`src/rtl/irq_rt_pkg.sv`:
```
// Shared constants and types for the dual-core interrupt router.
// Assumes 32-bit register words throughout.
package irq_rt_pkg;
    localparam int WORD_W = 32;

    // Kind of register selected by the current address
    typedef enum logic [1:0] {
        ACC_NONE   = 2'd0,
        ACC_ENABLE = 2'd1,
        ACC_STATUS = 2'd2
    } acc_e;
endpackage

```
`src/rtl/irq_sync.sv`:
```
// Two-flop synchronizer for a vector of independent level signals.
// Assumes every bit is a slow level whose individual bits may be
// sampled in different cycles; no cross-bit coherency is promised.
module irq_sync #(
    parameter int WIDTH = 128
) (
    input  logic             clk,
    input  logic             rst_n,
    input  logic [WIDTH-1:0] async_in,
    output logic [WIDTH-1:0] sync_out
);
    logic [WIDTH-1:0] meta_q;
    logic [WIDTH-1:0] hold_q;

    // Two sampling stages, cleared by reset
    always_ff @(posedge clk) begin
        if (!rst_n) begin
            meta_q <= '0;
            hold_q <= '0;
        end else begin
            meta_q <= async_in;
            hold_q <= meta_q;
        end
    end

    assign sync_out = hold_q;
endmodule

```
`src/rtl/irq_addr_decode.sv`:
```
// Turns a byte address into (kind, core, word) for the packed banks.
// Each core owns 2*N_WORDS consecutive words: enables first, then status.
// Addresses beyond N_CORES banks decode to ACC_NONE. Bits [1:0] ignored.
module irq_addr_decode
    import irq_rt_pkg::*;
#(
    parameter int ADDR_W  = 8,
    parameter int N_CORES = 2,
    parameter int N_WORDS = 4,
    parameter int CORE_W  = 1,
    parameter int WSEL_W  = 2
) (
    input  logic [ADDR_W-1:0] addr,
    output acc_e              acc,
    output logic [CORE_W-1:0] core,
    output logic [WSEL_W-1:0] word
);
    localparam int unsigned BANK_WORDS  = 2 * N_WORDS;
    localparam int unsigned TOTAL_WORDS = N_CORES * BANK_WORDS;
    localparam int IDX_W = ADDR_W - 2;

    logic [IDX_W-1:0] idx;
    assign idx = addr[ADDR_W-1:2];

    // Window check and split of the word index into bank and offset
    always_comb begin
        int unsigned idx_u;
        int unsigned off_u;
        idx_u = 32'(idx);
        off_u = 0;
        acc   = ACC_NONE;
        core  = '0;
        word  = '0;
        if (idx_u < TOTAL_WORDS) begin
            off_u = idx_u % BANK_WORDS;
            core  = CORE_W'(idx_u / BANK_WORDS);
            word  = WSEL_W'(off_u % N_WORDS);
            acc   = (off_u >= N_WORDS) ? ACC_STATUS : ACC_ENABLE;
        end
    end
endmodule

```
`src/rtl/irq_core_bank.sv`:
```
// One core's enable storage and interrupt reduction.
// Register word w covers sources (N_WORDS-1-w)*WORD_W upward (reversed).
// status_flat and en_flat are in source order (bit n = source n).
// The output is registered: one edge after enables or status change.
module irq_core_bank #(
    parameter int N_WORDS = 4,
    parameter int WORD_W  = 32,
    parameter int WSEL_W  = 2
) (
    input  logic                      clk,
    input  logic                      rst_n,
    input  logic                      wr_en,
    input  logic [WSEL_W-1:0]         wr_word,
    input  logic [WORD_W-1:0]         wr_data,
    input  logic [N_WORDS*WORD_W-1:0] status_flat,
    input  logic [WSEL_W-1:0]         rd_word,
    output logic [WORD_W-1:0]         rd_data,
    output logic [N_WORDS*WORD_W-1:0] en_flat,
    output logic                      irq
);
    logic [WORD_W-1:0]  en_q [N_WORDS];
    logic [N_WORDS-1:0] word_hit;
    logic               irq_q;

    // Whole-word enable writes, cleared by reset
    always_ff @(posedge clk) begin
        if (!rst_n) begin
            for (int w = 0; w < N_WORDS; w++) en_q[w] <= '0;
        end else if (wr_en) begin
            for (int w = 0; w < N_WORDS; w++)
                if (wr_word == WSEL_W'(w)) en_q[w] <= wr_data;
        end
    end

    // Per-word pending detection and flattening in source order
    for (genvar w = 0; w < N_WORDS; w++) begin : g_word
        localparam int BASE = (N_WORDS - 1 - w) * WORD_W;
        assign en_flat[BASE +: WORD_W] = en_q[w];
        assign word_hit[w] = |(en_q[w] & status_flat[BASE +: WORD_W]);
    end

    // Registered OR reduction of all pending words
    always_ff @(posedge clk) begin
        if (!rst_n) irq_q <= 1'b0;
        else        irq_q <= |word_hit;
    end

    // Read port for the addressed enable word
    always_comb begin
        rd_data = '0;
        for (int w = 0; w < N_WORDS; w++)
            if (rd_word == WSEL_W'(w)) rd_data = en_q[w];
    end

    assign irq = irq_q;
endmodule

```
`src/rtl/irq_router_top.sv`:
```
// Dual-core level interrupt router with packed per-core register banks.
// Assumes a simple single-cycle register port: writes are captured at
// the rising edge when reg_we is high, reads are combinational.
module irq_router_top
    import irq_rt_pkg::*;
#(
    parameter int N_CORES = 2,
    parameter int N_WORDS = 4,
    parameter int ADDR_W  = 8
) (
    input  logic                                 clk,
    input  logic                                 rst_n,
    input  logic [N_WORDS*irq_rt_pkg::WORD_W-1:0] irq_src,
    input  logic [ADDR_W-1:0]                    reg_addr,
    input  logic                                 reg_we,
    input  logic [irq_rt_pkg::WORD_W-1:0]        reg_wdata,
    output logic [irq_rt_pkg::WORD_W-1:0]        reg_rdata,
    output logic [N_CORES-1:0]                   core_irq
);
    localparam int N_SRC  = N_WORDS * WORD_W;
    localparam int CORE_W = (N_CORES > 1) ? $clog2(N_CORES) : 1;
    localparam int WSEL_W = (N_WORDS > 1) ? $clog2(N_WORDS) : 1;

    logic [N_SRC-1:0]         stat_q;
    logic [N_CORES*N_SRC-1:0] en_all;
    logic [WORD_W-1:0]        bank_rd [N_CORES];
    logic [WORD_W-1:0]        stat_word;
    acc_e                     dec_acc;
    logic [CORE_W-1:0]        dec_core;
    logic [WSEL_W-1:0]        dec_word;

    irq_sync #(.WIDTH(N_SRC)) u_sync (
        .clk      (clk),
        .rst_n    (rst_n),
        .async_in (irq_src),
        .sync_out (stat_q)
    );

    irq_addr_decode #(
        .ADDR_W  (ADDR_W),
        .N_CORES (N_CORES),
        .N_WORDS (N_WORDS),
        .CORE_W  (CORE_W),
        .WSEL_W  (WSEL_W)
    ) u_dec (
        .addr (reg_addr),
        .acc  (dec_acc),
        .core (dec_core),
        .word (dec_word)
    );

    for (genvar c = 0; c < N_CORES; c++) begin : g_core
        logic bank_we;
        assign bank_we = reg_we && (dec_acc == ACC_ENABLE) && (dec_core == CORE_W'(c));

        irq_core_bank #(
            .N_WORDS (N_WORDS),
            .WORD_W  (WORD_W),
            .WSEL_W  (WSEL_W)
        ) u_bank (
            .clk         (clk),
            .rst_n       (rst_n),
            .wr_en       (bank_we),
            .wr_word     (dec_word),
            .wr_data     (reg_wdata),
            .status_flat (stat_q),
            .rd_word     (dec_word),
            .rd_data     (bank_rd[c]),
            .en_flat     (en_all[c*N_SRC +: N_SRC]),
            .irq         (core_irq[c])
        );
    end

    // Select the status word in reversed word order
    always_comb begin
        stat_word = '0;
        for (int w = 0; w < N_WORDS; w++)
            if (dec_word == WSEL_W'(w)) stat_word = stat_q[(N_WORDS-1-w)*WORD_W +: WORD_W];
    end

    // Read data mux; unmapped addresses return zero
    always_comb begin
        case (dec_acc)
            ACC_ENABLE: reg_rdata = bank_rd[dec_core];
            ACC_STATUS: reg_rdata = stat_word;
            default:    reg_rdata = '0;
        endcase
    end
endmodule

```
`config.mk`:
```
export PLATFORM = sky130hd
export DESIGN_NAME = irq_router_top
export DESIGN_NICKNAME = d
export VERILOG_FILES = /design/src/rtl/irq_rt_pkg.sv /design/src/rtl/irq_sync.sv /design/src/rtl/irq_addr_decode.sv /design/src/rtl/irq_core_bank.sv /design/src/rtl/irq_router_top.sv
export SDC_FILE = /design/constraint.sdc
export NUM_CORES = 1
export LEC_CHECK = 0
export BUFFER_PORTS_ARGS = -buffer_cell sky130_fd_sc_hd__buf_2
export CAP_MARGIN = 20
export CORE_UTILIZATION = 30
export DETAILED_ROUTE_END_ITERATION = 10
export GPL_TIMING_DRIVEN = 0
export SETUP_SLACK_MARGIN = 0.4
export SYNTH_ARGS = -nofsm -noshare
export SYNTH_HDL_FRONTEND = slang
export SYNTH_SLANG_ARGS = --single-unit
```
`constraint.sdc`:
```
create_clock -name clk -period 4.1 [get_ports clk]
set_input_delay 0.41 -clock clk [delete_from_list [all_inputs] [get_ports clk]]
set_output_delay 0.41 -clock clk [all_outputs]
set_load 0.05 [all_outputs]
```
==> Word level (Yosys, flattened, before mapping) <==
Memory sizes are Yosys's and may differ from the RTL's.
Cells that the tools add are included.
{ "totals": {"elab_cells": 95, "memories": 2, "inputBits": 171, "ramBits": 256, "out_inout_bits": 34, "register_bits": 258} }
{ "classes": {"n_reduce_logical": 6, "n_eq_ne": 5, "bitwise_logic": 18, "order_cmp": 3, "muxes": 57} }
{ "memory_table": {"columns": ["memory", "depth", "width", "read_ports", "rd_ports_with_merged_regs", "wr", "line_no", "rtl"], "rows": [
  ["g_core[0].u_bank.en_q", 4, 32, 4, 0, 4, "irq_core_bank.sv:21", "logic [WORD_W-1:0] en_q [N_WORDS];"],
  ["g_core[1].u_bank.en_q", 4, 32, 4, 0, 4, "irq_core_bank.sv:21", null]
]} }
{ "op_table": {"columns": ["cell", "count"], "rows": [
  ["$mux W32", 23],
  ["$and A32 B32 Y32", 8],
  ["$reduce_or A128 Y1", 2],
  ["$pmux W32 S2", 1],
  ["$mux W1", 30],
  ["$or A1 B1 Y1", 8],
  ["$eq A2 B2 Y1 const B", 3],
  ["$lt A6 B5 Y1 const B", 1],
  ["$mux W2", 3],
  ["$eq A2 B1 Y1 const B", 2],
  ["$ge A3 B3 Y1 const B", 1],
  ["$logic_and A1 B1 Y1", 3],
  ["$ge A2 B2 Y1 const B", 1],
  ["$logic_not A2 Y1", 1],
  ["$not A1 Y2", 1],
  ["$not A1 Y1", 1]
]} }

==> Longest topological paths before layout <==
Gate-level depths: netlist of the first run.
{ "depth": {"ltp_word": 11, "mapped_depth": 8, "depth_no_buf": 5} }

==> Cells and area by module <==
Synthesis of the first run repeated with hierarchy kept, for this count alone.
{ "hier_totals": {"cells_unflattened": 1540, "hier_area_um2": 20955.1} }
{ "modules_own_cells": {"columns": ["mod", "cells_per_inst", "n_inst", "area_each_um2"], "rows": [
  ["irq_core_bank", 402, 2, 6221.0],
  ["irq_sync", 540, 1, 6870.3],
  ["irq_router_top", 191, 1, 1607.8],
  ["irq_addr_decode", 5, 1, 35.0]
]} }

==> Least setup slack after synthesis of the first run <==
No wires, ideal clock.
{ "synth_timing": {"path_kind": "input -> register", "from": "input port reg_addr[5]", "to": "memory g_core[0].u_bank.en_q[1][0], enable pin", "cell_stages": 4, "t_arrival_ns": 3.555, "slack_ns": 0.080, "t_required_ns": 3.634, "setup_ns": 0.466, "path_cell_list": "clkbuf_1 buf_1 or3_1 o21ai_0"} }
{ "synth_lines": {"columns": ["element", "line_no", "rtl"], "rows": [
  ["start: declaration", "irq_router_top.sv:14", "input logic [ADDR_W-1:0] reg_addr,"],
  ["end: declaration", "irq_core_bank.sv:21", null]
]} }

==> Worst setup path after layout of the first run <==
{ "layout_timing": {"from": "input port reg_addr[7]", "to": "output port reg_rdata[4] (netlist bit)"} }
{ "layout_via": {"elab_chain_len": 11} }
{ "layout_rtl": {"columns": ["element", "line_no", "rtl"], "rows": [
  ["$lt A6 B5 Y1 (*)", "irq_addr_decode.sv:34", "if (idx_u < TOTAL_WORDS) begin"],
  ["$mux W2", "irq_addr_decode.sv:34", null],
  ["$logic_not A2 Y1", "irq_core_bank.sv:52, irq_router_top.sv:78", null],
  ["$mux W32 (4 in series)", "irq_core_bank.sv:52", "if (rd_word == WSEL_W'(w)) rd_data = en_q[w];"],
  ["$mux W32 (not written as such) (3 in series)", "irq_router_top.sv:84", "ACC_ENABLE: reg_rdata = bank_rd[dec_core];"],
  ["$pmux W32 S2 (*)", "irq_router_top.sv:83", "case (dec_acc)"],
  ["end: declaration", "irq_router_top.sv:17", "output logic [irq_rt_pkg::WORD_W-1:0] reg_rdata,"]
]} }
Every way passes the cells marked *; elsewhere a longest branch is shown, timed or not. The select of a mux whose other input is x is not followed.

==> summary.log, run 1 <==
INFO  setup_path     critPathBufInv=3
INFO  die            core_footprint=68,700um2
INFO  cells_and_area area_growth=28.6%
INFO  sta            fin_tns_setup=0ns
INFO  clocking       cts_max_path_buffers=3
INFO  sta            final.hold.worst_slack=0.0244ns
INFO  synth          syn_inst=1,688
INFO  sta            timing.max_slew.rel_slack=0.215
INFO  sta            achievable-frequency=271MHz
INFO  global_routing maximum_number_of_pins_on_one_net_before_global_route_repair=20
INFO  drt            detail_route.wirelength=114,000um
INFO  worst_hold_path hp-class=in -> reg
INFO  synth          yosys_register_bits=514
INFO  die            die_y=266um
INFO  clocking       tritoncts.num_buffers=57
INFO  pwr            total_leakage_power=10.1nW
INFO  synth          post_synth_and_or_nand_nor_area_fraction=0.200
INFO  clocking       root_buffer=clkbuf_16
INFO  die            floorplan.rows=96
INFO  synth          number_of_flops_mapped_to_enable_cells_by_yosys=256
INFO  drt            route.detailed.drc=0
INFO  global_routing wire_length_of_the_first_global_routing_pass=150,000um
INFO  synth          part_of_the_yosys_area_used_for_sequential_elements=0.616
INFO  sta            worst_clock_skew=0.0225ns
INFO  cells_and_area fillers=6,662
INFO  drt            drt.antenna.violating_nets=0
INFO  drt            routed_via_density=5.46
INFO  clocking       h-tree-depth=2
INFO  setup_path     critPathKind=in -> out
INFO  drt            tritonroute_pass_1_iters=5
INFO  place          buffer_ports.inserted=201
INFO  synth          compound_gate_fraction_of_synth_area=0.0998
INFO  place          routabilityCongestion=1.03
INFO  sta            grt_setup_unrepaired=no
INFO  place          dp_hpwl=91,600um
INFO  drt            initialDrtViolationCount=2,114
INFO  place          placed_cells_incl_taps=2,844
INFO  clocking       cts_post_setup_buffers_inserted=0
INFO  synth          synth.area.mux_share=0.0625
INFO  clocking       path_clk_slew=0.06ns
INFO  global_routing vias_in_the_first_global_route=16,300
INFO  pwr            power=0.0124W
INFO  synth          synth.yosys.warnings=0
INFO  die            dieArea=70,600um2
INFO  synth          synth_nets=1,859
INFO  setup_path     cp-start-kind=input port
INFO  synth          synth_cell_types=42
INFO  run            max-cap-violations=0
INFO  die            floorplan.initialDensity=0.304
INFO  cells_and_area num-nets-final=2,267
INFO  synth          combinational_family_with_the_most_area_after_synthesis=simple AND/OR/NAND/NOR gates
INFO  sta            tightest_slew=1.18ns
INFO  drt            routed-via-count=16,800
INFO  die            die_width=266um
INFO  cells_and_area most_frequent_standard_cell_in_the_layout_excluding_fill_and_tap_cells=and2_1
INFO  sta            final-max-slew-violation-count=0
INFO  cells_and_area most_used_cells_in_the_layout_excluding_fill_and_tap_cells=and2_1, dfxtp_1, edfxtp_1
INFO  setup_path     path_max_fanout=10
INFO  global_routing antenna_violations_before_repair=10
INFO  setup_path     cell_at_the_slowest_stage_of_the_critical_path=clkbuf_1
INFO  setup_path     path_cells=buf_2 -> nor3b_2 -> clkbuf_1 -> nand2_1 -> a21oi_1 -> a221o_1 -> buf_2
INFO  sta            finalHoldViolations=0
INFO  setup_path     timing.critical_path.max_delay_family=buffers and inverters
INFO  setup_path     end_kind=primary output
INFO  outcome        outcome=finished, final reports clean
INFO  setup_path     worst_path_largest_cell_delay=0.81ns
INFO  clocking       tritoncts=built
INFO  sta            final_period_minus_worst_setup_slack=3.68ns
INFO  synth          fraction_of_the_mapped_netlist_area_in_adder_cells=0
INFO  cells_and_area final_layout_size_suffix_gt1_frac=0.196
INFO  pwr            power.ir.vdd_worst=0.000311V
INFO  synth          postSynthAreaPerCell=12.4um2
INFO  clocking       insertion_delay=0.64ns
INFO  setup_path     timing.critical_path.required=3.69ns
INFO  place          pre_cts_ws=-0.238ns
INFO  setup_path     register_to_register_setup_slack=1.18ns
INFO  synth          dominantRegCellSynth=dfxtp_1
INFO  synth          synth.cell_area=20,900um2
INFO  die            pin_count=205
INFO  clocking       clock-sinks=514
INFO  sta            report.final.setup_viol=0
INFO  setup_path     most_frequent_cell_on_the_critical_path=buf_2
INFO  setup_path     critPathArrivalTime=3.27ns
INFO  drt            route.detailed.wl_per_inst=37.1um
INFO  global_routing grtUsageTotal=0.322
INFO  sta            timing.final.ws_setup=0.415ns
INFO  synth          synth_async_sr_flop_share=0
INFO  cells_and_area fin_cells=3,077
INFO  pwr            p_per_area=464nW/um2
INFO  global_routing grt_overflow=0
INFO  synth          synth_area_in_xor_xnor=0
INFO  sta            period_share=0.899
-- per-layer routing --
| layer | vias up | share of wire | GRT usage |
|---|---|---|---|
| met1 | 8544 | 0.41 | 0.422 |
| met3 | 218 | 0.086 | 0.0592 |
| li1 | 6966 | - | - |
| met2 | 1068 | 0.45 | 0.515 |
| met5 | - | 0.0015 | 0.00624 |
| met4 | 18 | 0.053 | 0.147 |
-- cells by family after synthesis --
family,after synthesis
AOI/OAI and AO/OA,277
and+or+nand+nor,723
DFF,514
buffers and inverters,106
muxes,68
-- sequential cells by signal (all words and copies together), names as in the netlist --
name / count
g_core.u_bank.en_q: 256
u_sync.sync_out: 128
g_core.u_bank.irq: 2
u_sync.meta_q: 128
-- report_power, final --
group / internal (W) / switching [W] / total (W)
registers: 0.00565 / 0.000340 / 0.00599
clock network: 0.00303 / 0.00228 / 0.00531
logic: 0.000446 / 0.000690 / 0.00114
total: 0.00913 / 0.00331 / 0.0124
-- final cells by class --
cell class | count | area [um2] | share of cell area
antenna | 2 | 5.00 | 0.000187
tap | 931 | 1160 | 0.0434
multi-input combinational | 1068 | 7690 | 0.287
timing repair buffer | 349 | 2670 | 0.0996
inverter | 2 | 7.51 | 0.000280
sequential | 514 | 12900 | 0.479
clock inverter | 27 | 255 | 0.00952
clock buffer | 80 | 1720 | 0.0641
buffer | 104 | 450 | 0.0168
-- cell usage after synthesis, types with 29 or more instances --
cell | number | area share
and2_1 | 513 | 0.15
dfxtp_1 | 258 | 0.25
edfxtp_1 | 256 | 0.37
nand2_1 | 102 | 0.018
clkbuf_1 | 88 | 0.016
a22oi_1 | 50 | 0.018
mux4_2 | 49 | 0.053
a221oi_1 | 41 | 0.017
a22o_1 | 40 | 0.017
a21oi_1 | 38 | 0.0091
o21ai_0 | 31 | 0.0074
nor2_1 | 29 | 0.0052
-- stage by stage --
step | util | cell area [um2]
after floorplan | - | 20900
after CTS | 0.390 | 26800
after global placement | 0.335 | 23000
after detailed placement | 0.343 | 23600
after global routing | 0.390 | 26800
final | 0.390 | 26800
-- timing repair --
action / CTS / global route
endpoints found under the hold margin: 123 / 0
gates resized for setup: 10 / 8
setup endpoints to repair: 31 / 6
hold buffers: 123 / 0
-- path summary, 6_finish.rpt --
| path | startpoint | endpoint | depth (start not counted) |
|---|---|---|---|
| setup reg to reg | u_sync.sync_out[50]$_SDFF_PN0_ | g_core[1].u_bank.irq$_SDFF_PN0_ | 5 |
| setup / recovery | reg_addr[7] | reg_rdata[4] | 7 |
| hold / removal | irq_src[0] | u_sync.meta_q[0]$_SDFF_PN0_ | 2 |
| hold reg to reg | u_sync.meta_q[113]$_SDFF_PN0_ | u_sync.sync_out[113]$_SDFF_PN0_ | 1 |
No activity file was read; power rests on OpenSTA's default activity.
==> run 2, diff against run 1 <==
--- a/constraint.sdc
+++ b/constraint.sdc
@@ -3,2 +3,2 @@
 set_output_delay 0.41 -clock clk [all_outputs]
-set_load 0.05 [all_outputs]
+set_load 0.01 [all_outputs]
==> run 2 against run 1 <==
Largest power group unchanged. Sequential share of layout area about the same. Highest routed layer unchanged. Critical endpoint is now reg_rdata[19]. Via count up 0.28%. Critical path type unchanged. Non-clock buffer count down 1. Worst hold slack better by 0.0015 ns. Count of clock-buffer cells in the layout unchanged.
==> summary.log, run 2 (synthesized netlist as in run 1, its figures left out) <==
INFO  outcome        outcome=finished, final reports clean [unchanged]
INFO  drt            tritonroute_pass_1_iters=8 [was 5]
INFO  setup_path     worst_flop_to_flop_path_endpoint=g_core[1].u_bank.irq$_SDFF_PN0_ [unchanged]
INFO  drt            routed-via-count=16,900 [was 16,800]
INFO  place          buffer_ports.inserted=201 [unchanged]
INFO  clocking       clock-sinks=514 [unchanged]
INFO  place          placed_cells_incl_taps=2,844 [unchanged]
INFO  setup_path     end_kind=primary output [unchanged]
INFO  sta            tightest_slew=1.22ns [was 1.18 ns]
INFO  drt            detail_route.wirelength=114,000um [about the same]
INFO  setup_path     register_to_register_setup_slack=0.99ns [was 1.18 ns]
INFO  sta            achievable-frequency=266MHz [was 271 MHz]
INFO  run            max-cap-violations=0 [unchanged]
INFO  clocking       path_clk_slew=0.06ns [about the same]
INFO  die            pin_count=205 [unchanged]
INFO  drt            met2_wirelength=51,900um [was 51,800 um]
INFO  clocking       tritoncts.num_buffers=57 [unchanged]
INFO  setup_path     startpoint=reg_addr[5] [was reg_addr[7]]
INFO  die            core_footprint=68,700um2 [unchanged]
INFO  global_routing grtUsageTotal=0.322 [unchanged]
INFO  clocking       h-tree-depth=2 [unchanged]
INFO  place          dp_hpwl=91,600um [unchanged]
INFO  setup_path     timing.critical_path.required=3.69ns [about the same]
INFO  die            die_width=266um [unchanged]
INFO  global_routing wire_length_of_the_first_global_routing_pass=150,000um [unchanged]
INFO  clocking       insertion_delay=0.64ns [about the same]
INFO  setup_path     path_max_fanout=10 [unchanged]
INFO  cells_and_area final_layout_size_suffix_gt1_frac=0.194 [was 0.196]
INFO  cells_and_area largest_reg_flops=256 [unchanged]
INFO  clocking       tritoncts=built [unchanged]
INFO  die            dieArea=70,600um2 [unchanged]
INFO  sta            grt_setup_unrepaired=no [unchanged]
INFO  setup_path     critPathArrivalTime=3.35ns [was 3.27 ns]
INFO  place          pre_cts_ws=-0.105ns [was -0.238 ns]
INFO  global_routing grt_overflow=0 [unchanged]
INFO  drt            routed_via_density=5.48 [was 5.46]
INFO  cells_and_area registers.top_by_ff_count=g_core.u_bank.en_q [unchanged]
INFO  drt            initialDrtViolationCount=2,246 [was 2,114]
INFO  setup_path     r2r_start=u_sync.sync_out[50]$_SDFF_PN0_ [unchanged]
INFO  cells_and_area most_used_cells_in_the_layout_excluding_fill_and_tap_cells=and2_1, dfxtp_1, edfxtp_1 [unchanged]
INFO  sta            report.final.setup_viol=0 [unchanged]
INFO  die            floorplan.rows=96 [unchanged]
INFO  global_routing vias_in_the_first_global_route=16,300 [unchanged]
INFO  place          routabilityCongestion=1.03 [unchanged]
INFO  setup_path     cp-start-kind=input port [unchanged]
INFO  clocking       cts_max_path_buffers=3 [unchanged]
INFO  pwr            power.ir.vdd_worst=0.000309V [was 0.000311 V]
INFO  clocking       root_buffer=clkbuf_16 [unchanged]
INFO  cells_and_area area_growth=28.5% [was 28.6%]
INFO  sta            finalHoldViolations=0 [unchanged]
INFO  sta            timing.max_slew.rel_slack=0.188 [was 0.215]
INFO  setup_path     critPathKind=in -> out [unchanged]
INFO  drt            wl_met1=45,800um [was 46,200 um]
INFO  drt            route.detailed.wl_per_inst=37.1um [about the same]
INFO  pwr            total_leakage_power=10.1nW [about the same]
INFO  drt            topmost_layer_with_routed_signal_wires=met5 [unchanged]
INFO  sta            final-max-slew-violation-count=0 [unchanged]
INFO  worst_hold_path hp-class=in -> reg [unchanged]
INFO  drt            route.detailed.drc=0 [unchanged]
INFO  die            die_y=266um [unchanged]
INFO  pwr            p_per_area=462nW/um2 [was 464 nW/um2]
INFO  cells_and_area most_frequent_standard_cell_in_the_layout_excluding_fill_and_tap_cells=and2_1 [unchanged]
INFO  setup_path     worstRegToRegCells=5 [unchanged]
INFO  drt            drt.antenna.violating_nets=0 [unchanged]
INFO  cells_and_area fillers=6,665 [was 6,662]
INFO  sta            timing.final.ws_setup=0.339ns [was 0.415 ns]
INFO  global_routing maximum_number_of_pins_on_one_net_before_global_route_repair=20 [unchanged]
INFO  setup_path     critical_path_endpoint=reg_rdata[19] [was reg_rdata[4]]
INFO  cells_and_area num-nets-final=2,266 [was 2,267]
INFO  global_routing antenna_violations_before_repair=10 [unchanged]
INFO  cells_and_area post-route-util=0.390 [about the same]
INFO  sta            worst_clock_skew=0.0201ns [was 0.0225 ns]
INFO  drt            route.met3.wl=10,300um [was 9830 um]
INFO  sta            final_period_minus_worst_setup_slack=3.76ns [was 3.68 ns]
INFO  cells_and_area fin_cells=3,076 [was 3,077]
INFO  cells_and_area multi_input_area=7680um2 [was 7690 um2]
INFO  die            floorplan.initialDensity=0.304 [unchanged]
INFO  sta            period_share=0.917 [was 0.899]
INFO  cells_and_area ff_latch_area=12,900um2 [unchanged]
[run 2: per-stage QoR]
stage	hold WS (ns)	power [W]	setup TNS (ns)	instance area, um2
6_report	0.0259	0.0124	0	26800
3_3_place_gp	0.417	0.00702	-997.38	23000
4_1_cts	0.00660	0.0124	0	26800
3_5_place_dp	0.418	0.00704	-0.105	23600
2_1_floorplan	0.412	0.00630	0	20900
5_1_grt	0.0207	0.0127	0	26800
[run 2: worst min path at each step]
stage,cells past startpoint,to,startpoint,slack (ns)
2_1_floorplan,1,u_sync.sync_out[0]$_SDFF_PN0_,u_sync.meta_q[0]$_SDFF_PN0_,0.41
3_3_place_gp,1,u_sync.sync_out[99]$_SDFF_PN0_,u_sync.meta_q[99]$_SDFF_PN0_,0.42
3_5_place_dp,1,u_sync.sync_out[113]$_SDFF_PN0_,u_sync.meta_q[113]$_SDFF_PN0_,0.42
4_1_cts,2,u_sync.meta_q[27]$_SDFF_PN0_,irq_src[27],0.007
5_1_grt,2,u_sync.meta_q[27]$_SDFF_PN0_,irq_src[27],0.02
6_report,2,u_sync.meta_q[0]$_SDFF_PN0_,irq_src[0],0.03
[run 2: timing repair]
item,in CTS,in global routing
buffers inserted,0,0
setup endpoints to repair,27,3
gates resized for setup,6,5
hold buffers,123,0
hold endpoints to repair,123,0
[run 2: worst max-delay path, cell delays in order]
cell and delay (ns):
buf_2 0.19, clkbuf_1 0.91, clkbuf_2 0.63, mux4_2 0.53, a221o_1 0.47, buf_2 0.20
[run 2: metal layers]
| layer | vias to the layer above | GRT usage |
|---|---|---|
| li1 | 6956 | - |
| met1 | 8518 | 0.422 |
| met2 | 1155 | 0.515 |
| met3 | 218 | 0.0592 |
| met4 | 14 | 0.147 |
| met5 | - | 0.00624 |
[run 2: area by class of cell]
type	instances	area share
inverter	2	0.000280
sequential	514	0.480
clock buffer	80	0.0642
antenna	2	0.000187
buffer	103	0.0165
timing repair buffer	349	0.0996
clock inverter	27	0.00953
tap	931	0.0435
multi-input combinational	1068	0.287
[run 2: power by group]
group	switching, W	total, W	internal, W
combinational	0.000626	0.00107	0.000445
clock	0.00228	0.00531	0.00303
sequential	0.000340	0.00599	0.00565
==> run 3, diff against run 2 <==
- CELL_PAD_IN_SITES_DETAIL_PLACEMENT: not set -> 1
- CELL_PAD_IN_SITES_GLOBAL_PLACEMENT: not set -> 2
- PLACE_DENSITY_LB_ADDON: not set -> 0.1
==> run 3 against run 2 <==
Critical path depth increased by 1. First-iteration DRC count down 11%. Core utilization down 0.12 points. Die area stayed put. Via count decreased by 0.60%. Largest power group unchanged. Total power shrank 2.2%. Design area decreased by 0.30%. Global-route usage rose by 0.82 points. Non-clock buffer count is 1 higher. Clock power is 5.6% lower.
==> summary.log, run 3 (synthesized netlist as in run 1, its figures left out) <==
INFO  setup_path     cp-start-kind=input port [unchanged]
INFO  worst_hold_path hp-class=in -> reg [unchanged]
INFO  setup_path     critPathArrivalTime=3.43ns [was 3.35 ns]
INFO  place          dp_hpwl=92,200um [was 91,600 um]
INFO  clocking       root_buffer=clkbuf_16 [unchanged]
INFO  setup_path     end_kind=primary output [unchanged]
INFO  cells_and_area most_frequent_standard_cell_in_the_layout_excluding_fill_and_tap_cells=and2_1 [unchanged]
INFO  pwr            p_per_area=453nW/um2 [was 462 nW/um2]
INFO  clocking       cts_post_setup_buffers_inserted=0 [unchanged]
INFO  clocking       tritoncts.num_buffers=57 [unchanged]
INFO  outcome        outcome=finished, final reports clean [unchanged]
INFO  setup_path     timing.critical_path.required=3.69ns [about the same]
INFO  sta            report.final.setup_viol=0 [unchanged]
INFO  cells_and_area most_used_cells_in_the_layout_excluding_fill_and_tap_cells=and2_1, dfxtp_1, edfxtp_1 [unchanged]
INFO  drt            tritonroute_pass_1_iters=6 [was 8]
INFO  sta            period_share=0.936 [was 0.917]
INFO  cells_and_area registers.top_by_ff_count=g_core.u_bank.en_q [unchanged]
INFO  die            pin_count=205 [unchanged]
INFO  cells_and_area num-nets-final=2,267 [was 2,266]
INFO  sta            tightest_slew=1.19ns [was 1.22 ns]
INFO  drt            detail_route.wirelength=117,000um [was 114,000 um]
INFO  clocking       cts_max_path_buffers=3 [unchanged]
INFO  clocking       clock-sinks=514 [unchanged]
INFO  global_routing maximum_number_of_pins_on_one_net_before_global_route_repair=19 [was 20]
INFO  die            floorplan.initialDensity=0.304 [unchanged]
INFO  drt            drt.antenna.violating_nets=0 [unchanged]
INFO  cells_and_area final_layout_size_suffix_gt1_frac=0.185 [was 0.194]
INFO  place          placed_cells_incl_taps=2,843 [was 2,844]
INFO  die            die_width=266um [unchanged]
INFO  drt            routed_via_density=5.44 [was 5.48]
INFO  run            max-cap-violations=0 [unchanged]
INFO  cells_and_area area_growth=28.1% [was 28.5%]
INFO  setup_path     path_max_fanout=10 [unchanged]
INFO  sta            worst_clock_skew=0.0189ns [was 0.0201 ns]
INFO  die            core_footprint=68,700um2 [unchanged]
INFO  sta            finalHoldViolations=0 [unchanged]
INFO  clocking       insertion_delay=0.64ns [about the same]
INFO  sta            achievable-frequency=261MHz [was 266 MHz]
INFO  die            die_y=266um [unchanged]
INFO  clocking       path_clk_slew=0.05ns [was 0.06 ns]
INFO  global_routing grtUsageTotal=0.330 [was 0.322]
INFO  sta            grt_setup_unrepaired=no [unchanged]
INFO  global_routing wire_length_of_the_first_global_routing_pass=153,000um [was 150,000 um]
INFO  cells_and_area post-route-cell-area=26,700um2 [was 26,800 um2]
INFO  pwr            power=0.0121W [was 0.0124 W]
INFO  place          buffer_ports.inserted=201 [unchanged]
INFO  place          placedInstanceArea=23,600um2 [about the same]
INFO  sta            final-max-slew-violation-count=0 [unchanged]
INFO  cells_and_area largest_reg_flops=256 [unchanged]
INFO  pwr            total_leakage_power=10.0nW [was 10.1 nW]
INFO  clocking       tritoncts=built [unchanged]
INFO  sta            final_period_minus_worst_setup_slack=3.84ns [was 3.76 ns]
INFO  global_routing vias_in_the_first_global_route=16,900 [was 16,300]
INFO  die            dieArea=70,600um2 [unchanged]
INFO  die            floorplan.rows=96 [unchanged]
INFO  place          routabilityCongestion=1.01 [was 1.03]
INFO  pwr            power.ir.vdd_worst=0.000294V [was 0.000309 V]
INFO  clocking       h-tree-depth=2 [unchanged]
INFO  global_routing antenna_violations_before_repair=10 [unchanged]
INFO  drt            routed-via-count=16,800 [was 16,900]
INFO  setup_path     critPathKind=in -> out [unchanged]
INFO  drt            route.detailed.drc=0 [unchanged]
INFO  drt            initialDrtViolationCount=1,994 [was 2,246]
INFO  sta            timing.max_slew.rel_slack=0.207 [was 0.188]
INFO  global_routing grt_overflow=0 [unchanged]
INFO  sta            final.hold.worst_slack=0.0109ns [was 0.0259 ns]
INFO  drt            route.detailed.wl_per_inst=37.9um [was 37.1 um]
INFO  cells_and_area fin_cells=3,081 [was 3,076]
==> run 3: metal layers <==
layer  global-route usage  wire [um]  part of all wire
met1                0.424      47400              0.41
met2                0.518      52600              0.45
met3               0.0779       9980             0.086
met4                0.166       6610             0.057
met5                    0         40           0.00034
==> run 3: layout make-up <==
type | instances | area, um2
Sequential cell | 514 | 12900
Antenna cell | 6 | 15.0
Clock inverter | 20 | 133
Fill cell | 7377 | 42000
Multi-Input combinational cell | 1068 | 7670
Buffer | 104 | 439
Tap cell | 931 | 1160
Inverter | 2 | 7.51
Timing Repair Buffer | 349 | 2760
Clock buffer | 87 | 1680
==> run 3: repair_timing <==
item | in CTS | in global routing
setup endpoints to repair | 12 | 18
gates resized for setup | 4 | 4
hold buffers | 124 | 0
endpoints found under the hold margin | 124 | 0
==> run 3: metrics by stage <==
stage,TNS [ns],util,setup slack (ns)
final,0,0.389,0.263
after global routing,0,0.389,0.417
after CTS,0,0.388,0.304
after detailed placement,0,0.344,0.146
after global placement,-1011.90,0.335,-4.66
after floorplan,0,-,0.0795
==> run 3: path summary, 6_finish.rpt <==
kind	from	to	slack, ns	cells past startpoint
setup / recovery	reg_addr[2]	reg_rdata[20]	0.26	7
setup reg to reg	u_sync.sync_out[43]$_SDFF_PN0_	g_core[1].u_bank.irq$_SDFF_PN0_	0.54	5
hold reg to reg	u_sync.meta_q[105]$_SDFF_PN0_	u_sync.sync_out[105]$_SDFF_PN0_	0.43	1
hold / removal	irq_src[44]	u_sync.meta_q[44]$_SDFF_PN0_	0.01	2
==> run 3: critical path, stage by stage <==
cell      delay (ns)
buf_2           0.14
buf_2           0.23
nand3_1         0.49
clkbuf_1        0.89
o221ai_1        0.66
o21ai_0         0.37
buf_2           0.19
==> run 3: where the power goes <==
part	internal [W]	switching (W)	total [W]
clock	0.00288	0.00213	0.00501
sequential	0.00565	0.000350	0.00600
combinational	0.000459	0.000629	0.00109
